$ cat src/rtl/lif_pkg.sv
package lif_pkg;

    localparam int POT_W = 16;

    typedef logic signed [POT_W-1:0] pot_t;

    localparam pot_t POT_MAX = pot_t'({1'b0, {(POT_W-1){1'b1}}});

    typedef struct packed {
        pot_t             thresh;
        logic [POT_W-2:0] leak;
        pot_t             rest;
        pot_t             hyper;
    } cfg_t;

    typedef enum logic [1:0] {
        ACT_HOLD,
        ACT_FRAME,
        ACT_INTEGRATE,
        ACT_LEAK
    } act_e;

    typedef struct packed {
        pot_t value;
        logic fire;
    } upd_t;

    // Add an unsigned increment, clipping at the positive limit.
    function automatic pot_t sat_add(pot_t a, logic [POT_W-1:0] b);
        logic signed [POT_W+1:0] s;
        s = $signed({a[POT_W-1], a[POT_W-1], a}) + $signed({2'b00, b});
        if (s > $signed({2'b00, POT_MAX}))
            return POT_MAX;
        return pot_t'(s[POT_W-1:0]);
    endfunction

    // Linear decay toward rest; inert at or below rest.
    function automatic pot_t leak_step(pot_t p, logic [POT_W-2:0] amt, pot_t rest);
        logic signed [POT_W:0] d;
        if (p <= rest)
            return p;
        d = $signed({p[POT_W-1], p}) - $signed({2'b00, amt});
        if (d < $signed({rest[POT_W-1], rest}))
            return rest;
        return pot_t'(d[POT_W-1:0]);
    endfunction

endpackage

$ cat src/rtl/lif_adder_tree.sv
module lif_adder_tree #(
    parameter int N_IN  = 32,
    parameter int IN_W  = 8,
    parameter int SUM_W = IN_W + $clog2(N_IN + 1)
) (
    input  logic [N_IN*IN_W-1:0] vec,
    output logic [SUM_W-1:0]     total,
    output logic                 any_active
);

    logic [IN_W-1:0]  lane [N_IN];
    logic [SUM_W-1:0] node [1:2*N_IN-1];

    genvar g;
    generate
        for (g = 0; g < N_IN; g++) begin : g_lane
            assign lane[g] = vec[g*IN_W +: IN_W];
        end
    endgenerate

    // Heap-ordered tree: leaves at N_IN..2*N_IN-1, root at 1.
    always_comb begin
        for (int i = 0; i < N_IN; i++)
            node[N_IN+i] = SUM_W'(lane[i]);
        for (int k = N_IN - 1; k >= 1; k--)
            node[k] = node[2*k] + node[2*k+1];
    end

    assign total      = node[1];
    assign any_active = |vec;

endmodule

$ cat src/rtl/lif_update.sv
module lif_update
    import lif_pkg::*;
(
    input  pot_t             pot,
    input  logic [POT_W-1:0] sum,
    input  logic             active,
    input  logic             step,
    input  logic             frame,
    input  cfg_t             cfg,
    output upd_t             nxt
);

    act_e act;
    pot_t cand;
    logic fire;

    always_comb begin
        if (frame)
            act = ACT_FRAME;
        else if (step)
            act = active ? ACT_INTEGRATE : ACT_LEAK;
        else
            act = ACT_HOLD;
    end

    always_comb begin
        unique case (act)
            ACT_FRAME:     cand = cfg.rest;
            ACT_INTEGRATE: cand = sat_add(pot, sum);
            ACT_LEAK:      cand = leak_step(pot, cfg.leak, cfg.rest);
            default:       cand = pot;
        endcase
        fire = ((act == ACT_INTEGRATE) || (act == ACT_LEAK)) && (cand > cfg.thresh);
        nxt.value = fire ? cfg.hyper : cand;
        nxt.fire  = fire;
    end

endmodule

$ cat src/rtl/lif_soma.sv
module lif_soma
    import lif_pkg::*;
#(
    parameter int N_IN = 32,
    parameter int IN_W = 8
) (
    input  logic                    clk,
    input  logic                    rst,
    input  logic                    step_en,
    input  logic                    frame_rst,
    input  logic [N_IN*IN_W-1:0]    syn_in,
    input  logic signed [15:0]      thresh,
    input  logic [14:0]             leak_amt,
    input  logic signed [15:0]      rest_lvl,
    input  logic signed [15:0]      hyper_lvl,
    output logic signed [15:0]      potential,
    output logic                    spike
);

    localparam int SUM_W = IN_W + $clog2(N_IN + 1);

    logic [SUM_W-1:0] tree_sum;
    logic [POT_W-1:0] sum_clip;
    logic             active;
    cfg_t             cfg;
    upd_t             nxt;
    pot_t             pot_q;
    logic             spike_q;

    lif_adder_tree #(
        .N_IN  (N_IN),
        .IN_W  (IN_W),
        .SUM_W (SUM_W)
    ) u_tree (
        .vec        (syn_in),
        .total      (tree_sum),
        .any_active (active)
    );

    generate
        if (SUM_W < POT_W) begin : g_sum_ext
            assign sum_clip = {{(POT_W-SUM_W){1'b0}}, tree_sum};
        end else begin : g_sum_clamp
            assign sum_clip = (tree_sum > SUM_W'(POT_MAX)) ? POT_W'(POT_MAX)
                                                          : tree_sum[POT_W-1:0];
        end
    endgenerate

    assign cfg = '{thresh: thresh, leak: leak_amt, rest: rest_lvl, hyper: hyper_lvl};

    lif_update u_upd (
        .pot    (pot_q),
        .sum    (sum_clip),
        .active (active),
        .step   (step_en),
        .frame  (frame_rst),
        .cfg    (cfg),
        .nxt    (nxt)
    );

    always_ff @(posedge clk) begin
        if (rst) begin
            pot_q   <= '0;
            spike_q <= 1'b0;
        end else begin
            pot_q   <= nxt.value;
            spike_q <= nxt.fire;
        end
    end

    assign potential = pot_q;
    assign spike     = spike_q;

endmodule

$ cat config.mk
export PLATFORM = sky130hd
export DESIGN_NAME = lif_soma
export DESIGN_NICKNAME = d
export VERILOG_FILES = /design/src/rtl/lif_pkg.sv /design/src/rtl/lif_adder_tree.sv /design/src/rtl/lif_update.sv /design/src/rtl/lif_soma.sv
export SDC_FILE = /design/constraint.sdc
export NUM_CORES = 1
export LEC_CHECK = 0
export BUFFER_PORTS_ARGS = -buffer_cell sky130_fd_sc_hd__buf_2
export CAP_MARGIN = 20
export CELL_PAD_IN_SITES_DETAIL_PLACEMENT = 1
export CELL_PAD_IN_SITES_GLOBAL_PLACEMENT = 1
export CORE_MARGIN = 2
export CORE_UTILIZATION = 40
export CTS_CLUSTER_SIZE = 30
export DETAILED_ROUTE_END_ITERATION = 7
export HOLD_SLACK_MARGIN = 0.1
export PLACE_DENSITY_LB_ADDON = 0.1
export SYNTH_ARGS = -nofsm -noshare
export SYNTH_HDL_FRONTEND = slang
export SYNTH_HIERARCHICAL = 1
export SYNTH_SLANG_ARGS = --single-unit
$ cat constraint.sdc
create_clock -name clk -period 15.65 [get_ports clk]
set_clock_uncertainty 0.1 [all_clocks]
set_input_delay 1.565 -clock clk [delete_from_list [all_inputs] [get_ports clk]]
set_output_delay 1.565 -clock clk [all_outputs]
set_load 0.005 [all_outputs]
; ---- Word-level counts from Yosys, hierarchy flattened
; Cells that the tools add are included.
; Widths: inputs -> output; s select.
[word_totals]
reg_bits = 17
input_bits = 323
output_inout_bits = 17
wordCells = 63
[op_classes]
n_addsub = 33
magnitude_cmp = 4
eq_ne = 3
muxes = 18
n_reduce_logical = 3
[op_table]
columns = operator, n
row1 = $reduce_or 256->1, 1
row2 = $add 14x14->14, 15
row3 = $add 8x8->9, 16
row4 = $mux 16, 7
row5 = $pmux 16 s3, 1
row6 = $gt 18x16->1 const B, 1
row7 = $add 16x15->17, 1
row8 = $lt 17x16->1, 1
row9 = $sub 16x16->17, 1
row10 = $gt 16x16->1, 1
row11 = $le 16x16->1, 1
row12 = $mux 1, 8
row13 = $eq 2x2->1 const B, 2
row14 = $mux 2, 2
row15 = $eq 2x1->1 const B, 1
row16 = $logic_and 1x1->1, 1
row17 = $logic_or 1x1->1, 1

; ---- Longest topological paths before layout
; Gate-level depths: netlist (run 1).
[depth]
ltp_word = 14
mapped_depth = 46
ltp_nobuf = 44

; ---- Modules after synthesis
; Netlist (run 1), hierarchy kept.
[by_module_without_submodules]
columns = module, n_inst, cells_each, area_each_um2, seq_area_each_um2
row1 = lif_adder_tree, 1, 738, 7247.0, 0.0
row2 = lif_update, 1, 548, 3841.2, 0.0
row3 = lif_soma, 1, 36, 479.2, 340.3

; ---- Least setup slack after synthesis (run 1)
; OpenSTA, ideal clock, no wires.
[synth_path]
path_type = in2reg
from = input port syn_in[122]
to = register pot_q[3], in the netlist potential[3]
setup_ns = 0.116
t_arrival_ns = 11.598
required_ns = 15.434
path_slack_ns = 3.836
stages = 43
path_buffers = 2
path_cell_list = inv_1 -> fa_1 -> inv_1 -> fa_1 -> inv_1 -> fa_1 -> fa_1 -> inv_1 -> fa_1 -> fa_1 -> inv_1 -> fa_1 -> fa_1 -> inv_1 -> ha_1 -> inv_1 -> fa_1 -> nor2b_4 -> [7 not listed] -> a311oi_2 -> a21o_1 -> or4b_4 -> and3_1 -> buf_6 -> or3_1 -> o2111a_1 -> ha_1 -> a21o_1 -> a21oi_1 -> nor2b_1 -> o21ai_0 -> nand2b_1 -> a211o_1 -> o21ai_0 -> clkbuf_1 -> mux2_2 -> and2b_2
[synth_lines]
columns = element, line_no
row1 = "start, declared", lif_soma.sv:11  ; input logic [N_IN*IN_W-1:0] syn_in,
row2 = "end signal, assigned", lif_soma.sv:66  ; pot_q <= nxt.value;
row3 = "end, declared", lif_soma.sv:27  ; pot_t pot_q;

==> results of run 1 <==
-- worst max-delay path, delay by kind of cell --
| family | cells | cell delay, ns |
|---|---|---|
| adder cells (fa/ha/maj) | 12 | 5.40 |
| AO/OA/AOI/OAI | 15 | 3.81 |
| AND/OR/NAND/NOR | 7 | 0.87 |
| buffers and inverters | 7 | 0.68 |
| XOR/XNOR | 1 | 0.15 |
-- layout by cell type (no fill, tap or decap), drive strengths merged, types with 5 or more instances in the layout --
cell     count
nor3        11
a21oi       46
ha         117
dfxtp       17
nand2       44
o31ai        9
nor2b       20
diode        7
inv        403
nand2b      10
o22ai        8
a21o        13
fa         236
a211oi       9
o21a        11
nand3       20
nor2        53
mux2i        5
o211ai       9
and3         6
xor2        12
o2111ai      7
nor4        70
o21ai       31
and2b        7
nand4       25
xnor2       17
mux2         9
or3          9
buf        344
-- kinds of logic (layout without fill, tap and decap cells) --
group	Yosys count	count (layout)
buffers and inverters	417	751
other	2	11
adders and majority gates	353	353
and+or+nand+nor	292	292
xor gates and xnor gates	29	29
DFF	17	17
muxes	14	14
AOI/OAI and AO/OA	198	198
-- cells in the mapped netlist, types with 8 or more instances --
library cell,number,area (um2)
o21ai_0,30,150
or3_1,9,56.3
nand2_1,44,165
o31ai_1,9,67.6
a211oi_1,8,60.1
inv_1,403,1510
nor2b_1,19,119
nand4_1,25,156
o21a_1,11,82.6
a21oi_1,45,225
nor4_1,70,438
o22ai_1,8,50.1
dfxtp_1,17,340
xnor2_1,17,149
a21o_1,13,97.6
xor2_1,12,105
nand2b_1,10,62.6
fa_1,236,4720
ha_1,117,1460
clkbuf_1,9,33.8
nor2_1,53,199
nor3_1,11,55.1
nand3_1,18,90.1
-- layer usage --
| metal | wire length (um) | track usage (%) |
|---|---|---|
| met2 | 20800 | 46.8 |
| met3 | 3820 | 6.32 |
| met1 | 21300 | 45.8 |
| met4 | 567 | 4.17 |
| met5 | 0 | 0 |
-- state kept, by name, indices dropped and copies added, names as in the netlist --
| signal | cells |
|---|---|
| spike | 1 |
| potential | 16 |
-- cell type report --
| class | count | area [um2] | share of cell area, % |
|---|---|---|---|
| Tap cell | 384 | 480 | 3.48 |
| Sequential cell | 17 | 340 | 2.46 |
| Antenna cell | 7 | 17.5 | 0.127 |
| Clock buffer | 4 | 78.8 | 0.571 |
| Multi-Input combinational cell | 890 | 9650 | 69.8 |
| Timing Repair Buffer | 344 | 1730 | 12.6 |
| Inverter | 403 | 1510 | 11.0 |
-- stage by stage --
| step | util [%] | worst slack [ns] | cell area (um2) |
|---|---|---|---|
| 2_1_floorplan | - | 3.84 | 11600 |
| 3_3_place_gp | 47.9 | 3.31 | 13700 |
| 3_5_place_dp | 47.9 | 2.99 | 13700 |
| 4_1_cts | 48.2 | 3.25 | 13800 |
| 5_1_grt | 48.2 | 2.51 | 13800 |
| 6_report | 48.2 | 3.19 | 13800 |
-- worst min path at each step --
stage,slack (ns),cells after the start,start,end
after floorplan,0.64,3,potential[4]$_SDFF_PP0_,potential[4]$_SDFF_PP0_
after global placement,0.76,3,potential[5]$_SDFF_PP0_,potential[5]$_SDFF_PP0_
after detailed placement,0.77,5,potential[5]$_SDFF_PP0_,potential[5]$_SDFF_PP0_
after CTS,0.78,5,potential[5]$_SDFF_PP0_,potential[5]$_SDFF_PP0_
after global routing,0.85,3,potential[9]$_SDFF_PP0_,potential[9]$_SDFF_PP0_
final,0.79,5,potential[5]$_SDFF_PP0_,potential[5]$_SDFF_PP0_
==> flow_summary.toml, run 1 <==
[status]
status = "complete, no violations"

[setup_path]
critPathKind = "input pin to register"
path_max_fanout = 15
reg2reg_from = "potential[1]$_SDFF_PP0_"
r2r_cells = 31
r2r-end = "potential[0]$_SDFF_PP0_"
regToRegSetupSlack_ns = 7.68
start_kind = "input pin"
cpMaxStageDelayCell = "fa_1"
crit_path_frequent_cell = "fa_1"
cpPeakStageDelay_ns = 0.63
cp-endpoint = "potential[0]$_SDFF_PP0_"
worstSetupStartpoint = "syn_in[2]"
cp.required_ns = 15.70
endpoint_kind = "register"
arrival_ns = 12.51

[yosys]
synthFlopType = "dfxtp_1"
ys_ff_latch = 17
synth_top_family_by_area = "adder cells"
async_reset_ff_share_pct = 0
yosysSeqAreaShare_pct = 2.94
synth-compound-area-share_pct = 12.3
yosys.area_share.simple_pct = 13.9
mappedNetlistArea_um2 = 11600
synth-edff-count = 0
syn_avg_cell_area_um2 = 8.75
synthXorXnorAreaFrac_pct = 2.20
ys_types = 79
synthMuxAreaShare_pct = 1.37
yosysWarnings = 6
syn_inst = 1322
synthAdderAreaFrac_pct = 53.5

[global_routing]
grt_antenna_before_repair = 7
grt-ovfl-total = 0
grt_usage_pct = 30.6
grt_pass1_vias = 11600
grt_pass1_wl_um = 69100
grt_start_max_net_pins = 20

[clock_tree]
clk_pin_slew_ns = 0.05
cts-root-buf = "clkbuf_16"
cts_sinks = 17
cts_tree = "built"
cts_buffers = 3
clk_latency_ns = 0.26
postCtsSetupRepairBufs = 0
cts_hold_buf = 0
htreeDepth = 1
cts_max_path_buffers = 2
post_cts_resize_count = 0

[cells_and_area]
drive_gt1_share_pct = 23.5
fin_nets = 2335
n_fill_cell = 3528
area_growth_pct = 19.4
final_cells = 2049

[timing]
worstMarginPinSlew_ns = 1.06
maxSlewViolCount = 0
setup_viol = 0
slew_headroom_pct = 29.0
hold_violations = 0
tns_ns = 0
fin_crit_ns = 12.46
hold_slack_ns = 0.790
fmax_mhz = 80.3
period_share_pct = 79.6
rsz0062_at_grt = "no"

[drt]
drc = 0
vias_per_cell = 5.31
num_vias = 10900
drtIter0Drc = 688
ant_nets = 0
first_pass_iters = 5
drt-wirelength-per-cell_um = 22.7
wirelength_um = 46400

[placed_design]
placed_cells = 2038
dp_hpwl_um = 43300
io_buffers = 339
place_congestion = 0.953

[die]
die_h_um = 174
die_area_um2 = 30300
rows = 62
start_util_pct = 40.4
die_w_um = 174
num_io_pins = 340
core_um2 = 28600

[run]
max_cap_violations = 0

[hold_path]
hold_class = "register to register"
Power of run 1 is left out: the tool's default activity adds up to more than one toggle a clock period on the data nets, which glitch-free logic cannot reach.
==> inputs of run 2 (changes only) <==
==> constraint.sdc (replaced) <==
create_clock -name clk -period 12.4 [get_ports clk]
set_clock_uncertainty 0.1 [all_clocks]
set_input_delay 1.24 -clock clk [delete_from_list [all_inputs] [get_ports clk]]
set_output_delay 1.24 -clock clk [all_outputs]
set_load 0.005 [all_outputs]
==> flow_summary.toml, run 2 (same netlist as run 1, synthesis figures left out) <==
[timing]
setup_viol = 0
setup_ws_ns = 0.446
maxSlewViolCount = 0
slew_headroom_pct = 18.2
period_share_pct = 96.4
fmax_mhz = 83.7
hold_violations = 0
worstMarginPinSlew_ns = 1.22
fin_crit_ns = 11.95

[clock_tree]
cts-root-buf = "clkbuf_16"
cts_hold_buf = 0
cts_tree = "built"
cts_sinks = 17
clk_latency_ns = 0.25
cts_buffers = 3
clk_pin_slew_ns = 0.05
cts_max_path_buffers = 2
htreeDepth = 1

[setup_path]
path_max_fanout = 6
endpoint_kind = "register"
cp.required_ns = 12.44
start_kind = "input pin"
cpMaxStageDelayCell = "fa_1"
critPathKind = "input pin to register"
arrival_ns = 12.00
crit_path_frequent_cell = "fa_1"
cpPeakStageDelay_ns = 0.63

[die]
die_w_um = 174
start_util_pct = 40.4
rows = 62
die_h_um = 174
die_area_um2 = 30300
num_io_pins = 340
core_um2 = 28600

[global_routing]
grt_usage_pct = 30.7
grt-ovfl-total = 0
grt_pass1_vias = 11600
grt_pass1_wl_um = 69500
grt_antenna_before_repair = 8
grt_start_max_net_pins = 20

[placed_design]
place_ws_ns = -0.0801
placed_cells = 2038
io_buffers = 339
dp_hpwl_um = 43300
place_congestion = 0.956

[run]
max_cap_violations = 0

[cells_and_area]
final_cell_mix = "inv_1 (402), buf_2 (340), fa_1 (236)"
final_cells = 2053
drive_gt1_share_pct = 23.9
fin_nets = 2338
area_growth_pct = 19.9
final_common_cell = "inv_1"
largest_reg_flops = 16
n_fill_cell = 3577

[status]
status = "complete, no violations"

[drt]
drc = 0
wirelength_um = 46600
ant_nets = 0
drtIter0Drc = 703
vias_per_cell = 5.31
drt-wirelength-per-cell_um = 22.7
num_vias = 10900
first_pass_iters = 7

[hold_path]
hold_class = "register to register"
run 2: final timing paths:
kind / start / endpoint / slack (ns) / cells after the start
max: syn_in[2] / potential[0]$_SDFF_PP0_ / 0.45 / 40
min: potential[5]$_SDFF_PP0_ / potential[5]$_SDFF_PP0_ / 0.77 / 3
max reg2reg: potential[1]$_SDFF_PP0_ / potential[0]$_SDFF_PP0_ / 4.44 / 32
min reg2reg: potential[5]$_SDFF_PP0_ / potential[5]$_SDFF_PP0_ / 0.77 / 3
run 2: layout make-up:
type | count | area, um2 | area share, %
antenna | 8 | 20.0 | 0.144
clock buffer | 4 | 78.8 | 0.568
inverter | 403 | 1520 | 10.9
multi-input combinational | 890 | 9670 | 69.8
sequential | 17 | 340 | 2.45
tap | 384 | 480 | 3.47
timing repair buffer | 347 | 1760 | 12.7
run 2: worst max-delay path: cells and delay by family:
family          cells  cell delay (ns)
simple gates        5             1.06
buf+inv             8             0.69
compound gates     14             3.29
fa+ha+maj          12             5.53
xor+xnor            1             0.15
run 2: stage by stage:
step	hold WS, ns	instance area (um2)	utilization (%)	setup TNS (ns)
CTS	0.775	13800	48.2	0
floorplan	0.637	11600	-	0
global placement	0.761	13700	47.9	0
detailed placement	0.758	13700	47.9	-0.0995
global route	0.845	13900	48.4	-0.0160
finish	0.774	13900	48.4	0
run 2: timing repair:
action                                  in CTS  in global routing
resized for setup                            0                  8
endpoints found under the hold margin        0                  0
buffers inserted                             0                  2
endpoints found under the setup margin       0                 17
run 2: per-layer routing:
| layer | vias up | track usage (%) | wire, um |
|---|---|---|---|
| li1 | 4967 | - | - |
| met1 | 5501 | 45.5 | 21700 |
| met2 | 391 | 46.7 | 20500 |
| met3 | 37 | 6.52 | 3710 |
| met4 | 0 | 4.73 | 721 |
| met5 | - | 0 | 0 |
Power of run 2 is left out for the same reason.
==> inputs of run 3 (changes only) <==
--- a/config.mk
+++ b/config.mk
@@ -10,7 +10,7 @@
 export CELL_PAD_IN_SITES_DETAIL_PLACEMENT = 1
 export CELL_PAD_IN_SITES_GLOBAL_PLACEMENT = 1
 export CORE_MARGIN = 2
-export CORE_UTILIZATION = 40
+export CORE_UTILIZATION = 37
 export CTS_CLUSTER_SIZE = 30
 export DETAILED_ROUTE_END_ITERATION = 7
 export HOLD_SLACK_MARGIN = 0.1
==> constraint.sdc (replaced) <==
create_clock -name clk -period 10.42 [get_ports clk]
set_clock_uncertainty 0.1 [all_clocks]
set_input_delay 1.042 -clock clk [delete_from_list [all_inputs] [get_ports clk]]
set_output_delay 1.042 -clock clk [all_outputs]
set_load 0.005 [all_outputs]
==> flow_summary.toml, run 3 (same netlist as run 1, synthesis figures left out) <==
[global_routing]
grt_pass1_wl_um = 76100
grt_antenna_before_repair = 1
grt_pass1_vias = 13300
grt-ovfl-total = 0
grt_start_max_net_pins = 20
grt_usage_pct = 30.7

[status]
status = "complete, but fails checks"
violations = "negative setup slack"

[clock_tree]
cts_sinks = 17
cts_max_path_buffers = 2
cts_hold_buf = 0
cts_tree = "built"
htreeDepth = 1
cts_buffers = 3
clk_pin_slew_ns = 0.07
clk_latency_ns = 0.27
cts-root-buf = "clkbuf_16"

[placed_design]
dp_hpwl_um = 45600
place_ws_ns = -1.23
place_congestion = 0.994
placed_cells = 2215
io_buffers = 339
placed_cell_area_um2 = 15000

[setup_path]
endpoint_kind = "register"
start_kind = "input pin"
crit_path_frequent_cell = "fa_1"
critPathKind = "input pin to register"
arrival_ns = 11.20
cpMaxStageDelayCell = "fa_1"
cp.required_ns = 10.48
path_max_fanout = 6
cpPeakStageDelay_ns = 0.60
r2r_cells = 30

[timing]
fin_crit_ns = 11.14
rsz0062_at_grt = "yes"
worstMarginPinSlew_ns = 1.04
setup_viol = 17
hold_slack_ns = 0.794
period_share_pct = 107
setup_ws_ns = -0.719
slew_headroom_pct = 30.3
hold_violations = 0
maxSlewViolCount = 0
fmax_mhz = 89.8

[die]
rows = 64
num_io_pins = 340
die_area_um2 = 32700
core_um2 = 30700
start_util_pct = 37.7
die_w_um = 181
die_h_um = 181

[cells_and_area]
drive_gt1_share_pct = 35.2
final_cells = 2239
final_common_cell = "inv_1"
fin_nets = 2519
area_growth_pct = 35.4
design_area_um2 = 15700
largest_reg_flops = 16
final_cell_mix = "inv_1 (381), buf_2 (329), fa_1 (229)"
n_fill_cell = 3806

[drt]
first_pass_iters = 5
num_vias = 11600
vias_per_cell = 5.18
drt-wirelength-per-cell_um = 22.2
wirelength_um = 49700
drc = 0
drtIter0Drc = 483
ant_nets = 0

[run]
max_cap_violations = 0

[hold_path]
hold_class = "register to register"
whs_path_depth = 3
run 3: cell count changes in the layout (fill, tap and decap cells not counted), sizes merged:
cell and change:
buf +180, inv +1, diode -7
run 3: area by class of cell:
type	instances	area, um2	area share [%]
repair buffers	528	3230	20.6
well taps	396	495	3.16
flip-flops and latches	17	340	2.17
multi-input cells	890	9990	63.8
clock inverters	1	7.51	0.0479
diodes	1	2.50	0.0160
clock buffers	3	75.1	0.479
inverters	403	1530	9.75
run 3: metal layers:
metal	wire length, um	vias up	global-route usage (%)
met5	16	-	0
met4	3210	2	15.8
met3	2320	118	3.16
met2	25500	427	55.9
met1	18700	5740	35.6
li1	-	5317	-
run 3: path summary, 6_finish.rpt:
path                           start                       end  slack (ns)
min reg2reg  potential[5]$_SDFF_PP0_   potential[5]$_SDFF_PP0_        0.79
min          potential[5]$_SDFF_PP0_   potential[5]$_SDFF_PP0_        0.79
max reg2reg  potential[1]$_SDFF_PP0_  potential[15]$_SDFF_PP0_        2.59
max                      syn_in[114]  potential[15]$_SDFF_PP0_       -0.72
run 3: critical path, delay by kind of cell:
kind            cells  cell delay, ns
compound gates     10            1.90
xor+xnor            1            0.15
fa+ha+maj          12            5.08
buf+inv            11            1.06
simple gates       11            1.93
run 3: what timing repair did:
item / CTS / global route
setup endpoints to repair: 17 / 17
pin swaps: 43 / 42
gates cloned: 0 / 1
setup buffers: 10 / 8
gates resized for setup: 60 / 46
run 3: metrics by stage:
stage / util [%] / setup TNS [ns]
2_1_floorplan: - / -3.57
3_3_place_gp: 49.0 / -16.33
3_5_place_dp: 49.0 / -18.55
4_1_cts: 50.2 / -12.05
5_1_grt: 51.1 / -17.22
6_report: 51.1 / -11.14
Power of run 3 is left out for the same reason.
